==> config.mk <==
export PLATFORM = sky130hd
export DESIGN_NAME = hbin_top
export DESIGN_NICKNAME = d
export VERILOG_FILES = /design/src/rtl/hbin_pkg.sv /design/src/rtl/hbin_rdiv.sv /design/src/rtl/hbin_stage.sv /design/src/rtl/hbin_top.sv
export SDC_FILE = /design/constraint.sdc
export NUM_CORES = 1
export LEC_CHECK = 0
export BUFFER_PORTS_ARGS = -buffer_cell sky130_fd_sc_hd__clkbuf_2
export CAP_MARGIN = 10
export CORE_MARGIN = 3
export CORE_UTILIZATION = 40
export CTS_CLUSTER_DIAMETER = 40
export CTS_CLUSTER_SIZE = 16
export DETAILED_ROUTE_END_ITERATION = 12
export PLACE_DENSITY_LB_ADDON = 0.05
export SYNTH_ARGS = -nofsm -noshare
export SYNTH_HDL_FRONTEND = slang
export SYNTH_SLANG_ARGS = --single-unit
==> constraint.sdc <==
create_clock -name clk -period 38.6 [get_ports clk]
set_input_delay 7.72 -clock clk [delete_from_list [all_inputs] [get_ports clk]]
set_output_delay 7.72 -clock clk [all_outputs]
set_load 0.02 [all_outputs]
==> src/rtl/hbin_pkg.sv <==
package hbin_pkg;
   localparam int HB_FC_W = 2;

   typedef struct packed {
      logic [HB_FC_W-1:0] code;
      logic               sub;
      logic               fav;
      logic               odd;
   } hbin_scfg_t;
endpackage

==> src/rtl/hbin_rdiv.sv <==
module hbin_rdiv #(
   parameter int NUM_W = 16,
   parameter int Q_W   = 12,
   parameter int DMAX  = 5,
   localparam int DEN_W = $clog2(DMAX + 1)
) (
   input  logic [NUM_W-1:0] num,
   input  logic [DEN_W-1:0] den,
   output logic [Q_W-1:0]   quo
);
   localparam int SH  = NUM_W;
   localparam int M_W = SH + 1;

   logic [M_W-1:0]   recip [DMAX+1];
   logic [NUM_W-1:0] q_est;
   logic [NUM_W-1:0] rem;

   // one reciprocal constant per possible divisor, floor(2^SH / d)
   for (genvar d = 0; d <= DMAX; d++) begin : g_recip
      if (d == 0) begin : g_zero
         assign recip[d] = '0;
      end else begin : g_val
         assign recip[d] = M_W'((64'd1 << SH) / d);
      end
   end

   // estimate is either exact or one short; a single step repairs it
   assign q_est = NUM_W'((64'(num) * 64'(recip[den])) >> SH);
   assign rem   = num - NUM_W'(q_est * NUM_W'(den));
   assign quo   = Q_W'((rem >= NUM_W'(den)) ? q_est + NUM_W'(1) : q_est);
endmodule

==> src/rtl/hbin_stage.sv <==
module hbin_stage
   import hbin_pkg::*;
#(
   parameter int PIX_W = 12
) (
   input  logic             clk,
   input  logic             rst_n,
   input  logic             i_vld,
   input  logic             i_sol,
   input  logic [PIX_W-1:0] i_pix,
   input  hbin_scfg_t       i_cfg,
   output logic             o_vld,
   output logic             o_sol,
   output logic [PIX_W-1:0] o_pix
);
   localparam int FMAX  = 2 ** HB_FC_W;
   localparam int POS_W = $clog2(2 * FMAX);
   localparam int K_W   = POS_W - 1;
   localparam int DMAX  = FMAX + 1;
   localparam int DEN_W = $clog2(DMAX + 1);
   localparam int ACC_W = PIX_W + $clog2(FMAX + 2);
   localparam int NUM_W = ACC_W + 1;

   if (K_W != HB_FC_W) begin : g_bad_pos
      $error("hbin_stage: member index width must equal factor code width");
   end

   logic [POS_W-1:0] pos_q, pos_e;
   logic [K_W-1:0]   k;
   logic             phase;
   logic             col_done, grp_done, emit, heavy;
   logic [K_W-1:0]   fav_idx;
   logic [ACC_W-1:0] acc_q [2];
   logic [ACC_W-1:0] pix_x, base, sum_now, acc_nxt;
   logic [DEN_W-1:0] den;
   logic [NUM_W-1:0] num;
   logic [PIX_W-1:0] quo, res, resa_q, hold_q;
   logic             first_q, pend_q;

   always_comb begin
      pos_e    = i_sol ? '0 : pos_q;
      phase    = pos_e[0];
      k        = pos_e[POS_W-1:1];
      col_done = (k == i_cfg.code);
      grp_done = col_done && phase;
      emit     = i_vld && grp_done;
      fav_idx  = (phase ^ i_cfg.odd) ? i_cfg.code : '0;
      heavy    = i_cfg.fav && (k == fav_idx);
      pix_x    = heavy ? ACC_W'({i_pix, 1'b0}) : ACC_W'(i_pix);
      base     = (k == '0) ? '0 : acc_q[phase];
      sum_now  = base + pix_x;
      den      = DEN_W'(i_cfg.code) + DEN_W'(1) + DEN_W'(i_cfg.fav);
      num      = NUM_W'(sum_now) + NUM_W'(den >> 1);
   end

   hbin_rdiv #(
      .NUM_W (NUM_W),
      .Q_W   (PIX_W),
      .DMAX  (DMAX)
   ) u_rdiv (
      .num (num),
      .den (den),
      .quo (quo)
   );

   always_comb begin
      if (!i_cfg.sub) begin
         acc_nxt = sum_now;
         res     = quo;
      end else if (k == '0) begin
         acc_nxt = ACC_W'(i_pix);
         res     = i_pix;
      end else begin
         acc_nxt = acc_q[phase];
         res     = acc_q[phase][PIX_W-1:0];
      end
   end

   always_ff @(posedge clk or negedge rst_n) begin
      if (!rst_n) begin
         pos_q    <= '0;
         acc_q[0] <= '0;
         acc_q[1] <= '0;
         resa_q   <= '0;
         hold_q   <= '0;
         first_q  <= 1'b0;
         pend_q   <= 1'b0;
         o_vld    <= 1'b0;
         o_sol    <= 1'b0;
         o_pix    <= '0;
      end else begin
         if (i_vld) begin
            pos_q        <= grp_done ? '0 : pos_e + POS_W'(1);
            acc_q[phase] <= acc_nxt;
            if (col_done && !phase) resa_q <= res;
            if (grp_done)           hold_q <= res;
         end
         if (i_vld && i_sol) first_q <= 1'b1;
         else if (emit)      first_q <= 1'b0;
         if (emit) begin
            o_vld  <= 1'b1;
            o_sol  <= first_q;
            o_pix  <= resa_q;
            pend_q <= 1'b1;
         end else if (pend_q) begin
            o_vld  <= 1'b1;
            o_sol  <= 1'b0;
            o_pix  <= hold_q;
            pend_q <= 1'b0;
         end else begin
            o_vld  <= 1'b0;
            o_sol  <= 1'b0;
         end
      end
   end
endmodule

==> src/rtl/hbin_top.sv <==
module hbin_top
   import hbin_pkg::*;
#(
   parameter int PIX_W = 12
) (
   input  logic               clk,
   input  logic               rst_n,
   input  logic               in_vld,
   input  logic               in_sol,
   input  logic               in_row_odd,
   input  logic [PIX_W-1:0]   in_pix,
   input  logic [HB_FC_W-1:0] cfg_fac1,
   input  logic [HB_FC_W-1:0] cfg_fac2,
   input  logic               cfg_sub,
   input  logic               cfg_fav,
   output logic               out_vld,
   output logic               out_sol,
   output logic [PIX_W-1:0]   out_pix
);
   localparam int NSTG = 2;

   if (PIX_W < 2 || PIX_W > 24) begin : g_bad_width
      $error("hbin_top: PIX_W out of supported range");
   end

   logic             vld_w [NSTG+1];
   logic             sol_w [NSTG+1];
   logic [PIX_W-1:0] pix_w [NSTG+1];
   hbin_scfg_t       src   [NSTG];
   hbin_scfg_t       hold  [NSTG];
   hbin_scfg_t       eff   [NSTG];
   logic [HB_FC_W-1:0] fac2_q;

   assign vld_w[0] = in_vld;
   assign sol_w[0] = in_sol;
   assign pix_w[0] = in_pix;

   // stage 1 settings come straight from the ports; stage 2 follows the line
   assign src[0] = '{code: cfg_fac1, sub: cfg_sub, fav: cfg_fav, odd: in_row_odd};
   assign src[1] = '{code: fac2_q, sub: hold[0].sub, fav: hold[0].fav, odd: hold[0].odd};

   always_ff @(posedge clk or negedge rst_n) begin
      if (!rst_n)                fac2_q <= '0;
      else if (in_vld && in_sol) fac2_q <= cfg_fac2;
   end

   for (genvar g = 0; g < NSTG; g++) begin : g_stage
      assign eff[g] = sol_w[g] ? src[g] : hold[g];

      always_ff @(posedge clk or negedge rst_n) begin
         if (!rst_n)                    hold[g] <= '0;
         else if (vld_w[g] && sol_w[g]) hold[g] <= src[g];
      end

      hbin_stage #(
         .PIX_W (PIX_W)
      ) u_stage (
         .clk   (clk),
         .rst_n (rst_n),
         .i_vld (vld_w[g]),
         .i_sol (sol_w[g]),
         .i_pix (pix_w[g]),
         .i_cfg (eff[g]),
         .o_vld (vld_w[g+1]),
         .o_sol (sol_w[g+1]),
         .o_pix (pix_w[g+1])
      );
   end

   assign out_vld = vld_w[NSTG];
   assign out_sol = sol_w[NSTG];
   assign out_pix = pix_w[NSTG];
endmodule

==> results.tsv <==
metric	value	unit
h-tree-depth	4	
areaGrowthSynthToFinish	6.43	%
synth_edf_count	0	
clk_pin_slew	0.07	ns
ioPinCount	37	
async_reset_ff_share	100	%
io_buffers	36	
vias	20700	
maxSlewViolCount	0	
worstMarginPinSlew	1.09	ns
mappedNetlistArea	26000	sq um
period_share	58.9	%
place_inst	3874	
maxCapViolCount	0	
worst_path_largest_cell_delay	0.79	ns
wl_per_cell	19.2	microns
drive_gt1_share	5.62	%
wl	75100	microns
clock_skew	0.0102	ns
die_h	261	microns
syn-num-nets	3703	
dieArea	68200	sq um
cts_hold_buf	0	
firstDrtPassIters	5	
setup_slack	15.87	ns
initial_core_util	40.8	%
cts_setup_buffers	0	
syn_area_per_cell	8.51	sq um
gp_congestion	0.886	
hold_viol	0	
layout_min_cycle_time	22.73	ns
rows	92	
hpwl	62600	microns
worstPathRequired	38.93	ns
drc_errors	0	
critPathArrivalTime	23.06	ns
min_path_type	flop to flop	
antenna_found_initial	0	
clock_path_buffers	2	
stdcell_count	3906	
synth_seq_cells	158	
die_x	261	microns
crit_top_cell	fa_1	
dp_slack	15.47	ns
cp_max_fo	30	
cts.sinks	158	
core	63800	sq um
fin_tns_setup	0	ns
grt_first_pass_wirelength	121000	microns
synth_ff_type	dfrtp_1	
overflow	0	
grt_max_degree	86	
ant_nets	0	
fillCellCount	6455	
end_kind	flop	
cts_tree	yes	
postCtsResizedCells	0	
worst_path_max_delay_cell	nor2_1	
ys_seq_area_share	15.2	%
outcome	finished clean	
nets	3688	
track_usage	22.6	%
synth_warnings	0	
max_freq	0.0440	GHz
critPathLaunchType	input pin	
clock_latency	0.44	ns
clockRootBuffer	clkbuf_16	
synth_cells	3062	
synth_cell_types	78	
critical_path_class	input pin to flop	
setup_viol	0	
n_antenna_cell	0	
viasPerCell	5.31	
slew_headroom	26.9	%
drt_iter0_drc	1238	
first_global_vias	21600	
rsz0062_at_grt	false	
cts_buffers	17	
cells in the mapped netlist (12+ instances only):
cell | n | share of area (%)
a211oi_1 | 14 | 0.40
a21o_1 | 42 | 1.2
a21oi_1 | 160 | 3.1
and2_1 | 22 | 0.53
clkbuf_1 | 87 | 1.3
dfrtp_1 | 158 | 15
fa_1 | 320 | 25
ha_1 | 298 | 14
inv_1 | 494 | 7.1
mux2_2 | 41 | 1.8
mux2i_1 | 71 | 2.7
nand2_1 | 336 | 4.8
nand2b_1 | 22 | 0.53
nand3_1 | 71 | 1.4
nand4_1 | 32 | 0.77
nor2_1 | 310 | 4.5
nor2b_1 | 13 | 0.31
nor3_1 | 32 | 0.61
nor4_1 | 14 | 0.34
o211ai_1 | 14 | 0.40
o21a_1 | 24 | 0.69
o21ai_0 | 143 | 2.7
o21bai_1 | 12 | 0.35
o22ai_1 | 21 | 0.50
or2_2 | 13 | 0.31
or3_1 | 14 | 0.34
xnor2_1 | 80 | 2.7
xor2_1 | 49 | 1.6
cells by family (layout without fill, tap and decap cells):
kind of cell | Yosys count | after routing | share of synthesized area, %
adders and majority gates | 618 | 618 | 38.9
buffers and inverters | 599 | 597 | 8.65
and+or+nand+nor | 925 | 925 | 15.8
muxes | 112 | 112 | 4.50
AOI/OAI and AO/OA | 517 | 517 | 12.3
DFF | 158 | 158 | 15.2
xor gates and xnor gates | 133 | 133 | 4.66
registers in the layout (all words and copies together) (netlist names):
signal                   cells
g_stage.u_stage.o_vld        2
g_stage.u_stage.pos_q        6
g_stage.u_stage.first_q      2
hold                        10
fac2_q                       2
g_stage.u_stage.resa_q      24
g_stage.u_stage.o_sol        2
g_stage.u_stage.o_pix       24
g_stage.u_stage.acc_q       60
g_stage.u_stage.pend_q       2
g_stage.u_stage.hold_q      24
critical path, delay by kind of cell:
family	cells	cell delay (ns)
AOI/OAI and AO/OA	12	3.25
buffers and inverters	5	0.82
muxes	3	0.85
and+or+nand+nor	15	4.51
adders and majority gates	11	5.00
xor gates and xnor gates	3	0.88
metal layers:
metal	GRT usage, %	wire length (microns)
met5	0	0
met4	4.64	1470
met3	2.68	2910
met2	39.5	37200
met1	30.2	33600
final timing paths:
kind                                             from                       endpoint  slack, ns  cells after the start
setup / recovery                               in_sol   g_stage[0].u_stage.hold_q[0]      15.87                     49
hold / removal             g_stage[1].u_stage.first_q     g_stage[1].u_stage.first_q       0.47                      2
setup reg to reg             g_stage[0].u_stage.o_sol   g_stage[1].u_stage.resa_q[8]      22.48                     51
hold reg to reg            g_stage[1].u_stage.first_q     g_stage[1].u_stage.first_q       0.47                      2
max in group asynchronous                       rst_n  g_stage[1].u_stage.hold_q[10]      29.73                      2
min in group asynchronous                       rst_n    g_stage[0].u_stage.acc_q[9]       7.30                      1
cells in the final DEF (no fill, tap or decap), drive strengths merged, types with 24 or more instances in the layout:
cell and count:
nand2 336, nand3 72, a21oi 161, mux2i 71
xnor2 80, o21a 24, mux2 41, nor3 32
buf 28, fa 320, o21ai 149, clkbuf 53
a21o 42, nor2 311, dfrtp 158, xor2 50
inv 502, ha 298, nand4 32
metrics by stage:
stage          hold WS, ns  instance area (sq um)  utilization [%]
6_report             0.471                  27700             43.5
5_1_grt              0.501                  27700             43.5
4_1_cts              0.473                  27700             43.5
3_5_place_dp         0.455                  27200             42.6
3_3_place_gp         0.454                  27200             42.6
2_1_floorplan        0.439                  26100                -
final cells by class:
class / count / area [sq um] / share of cell area [%]
clock buffers: 18 / 439 / 1.58
clock inverters: 14 / 133 / 0.478
inverters: 502 / 1880 / 6.80
multi-input cells: 2305 / 19900 / 71.7
flip-flops and latches: 158 / 3950 / 14.3
well taps: 846 / 1060 / 3.82
repair buffers: 63 / 389 / 1.40
Power is not shown: default switching activity piles up to over one toggle a cycle in this logic, so the estimate is an artifact.
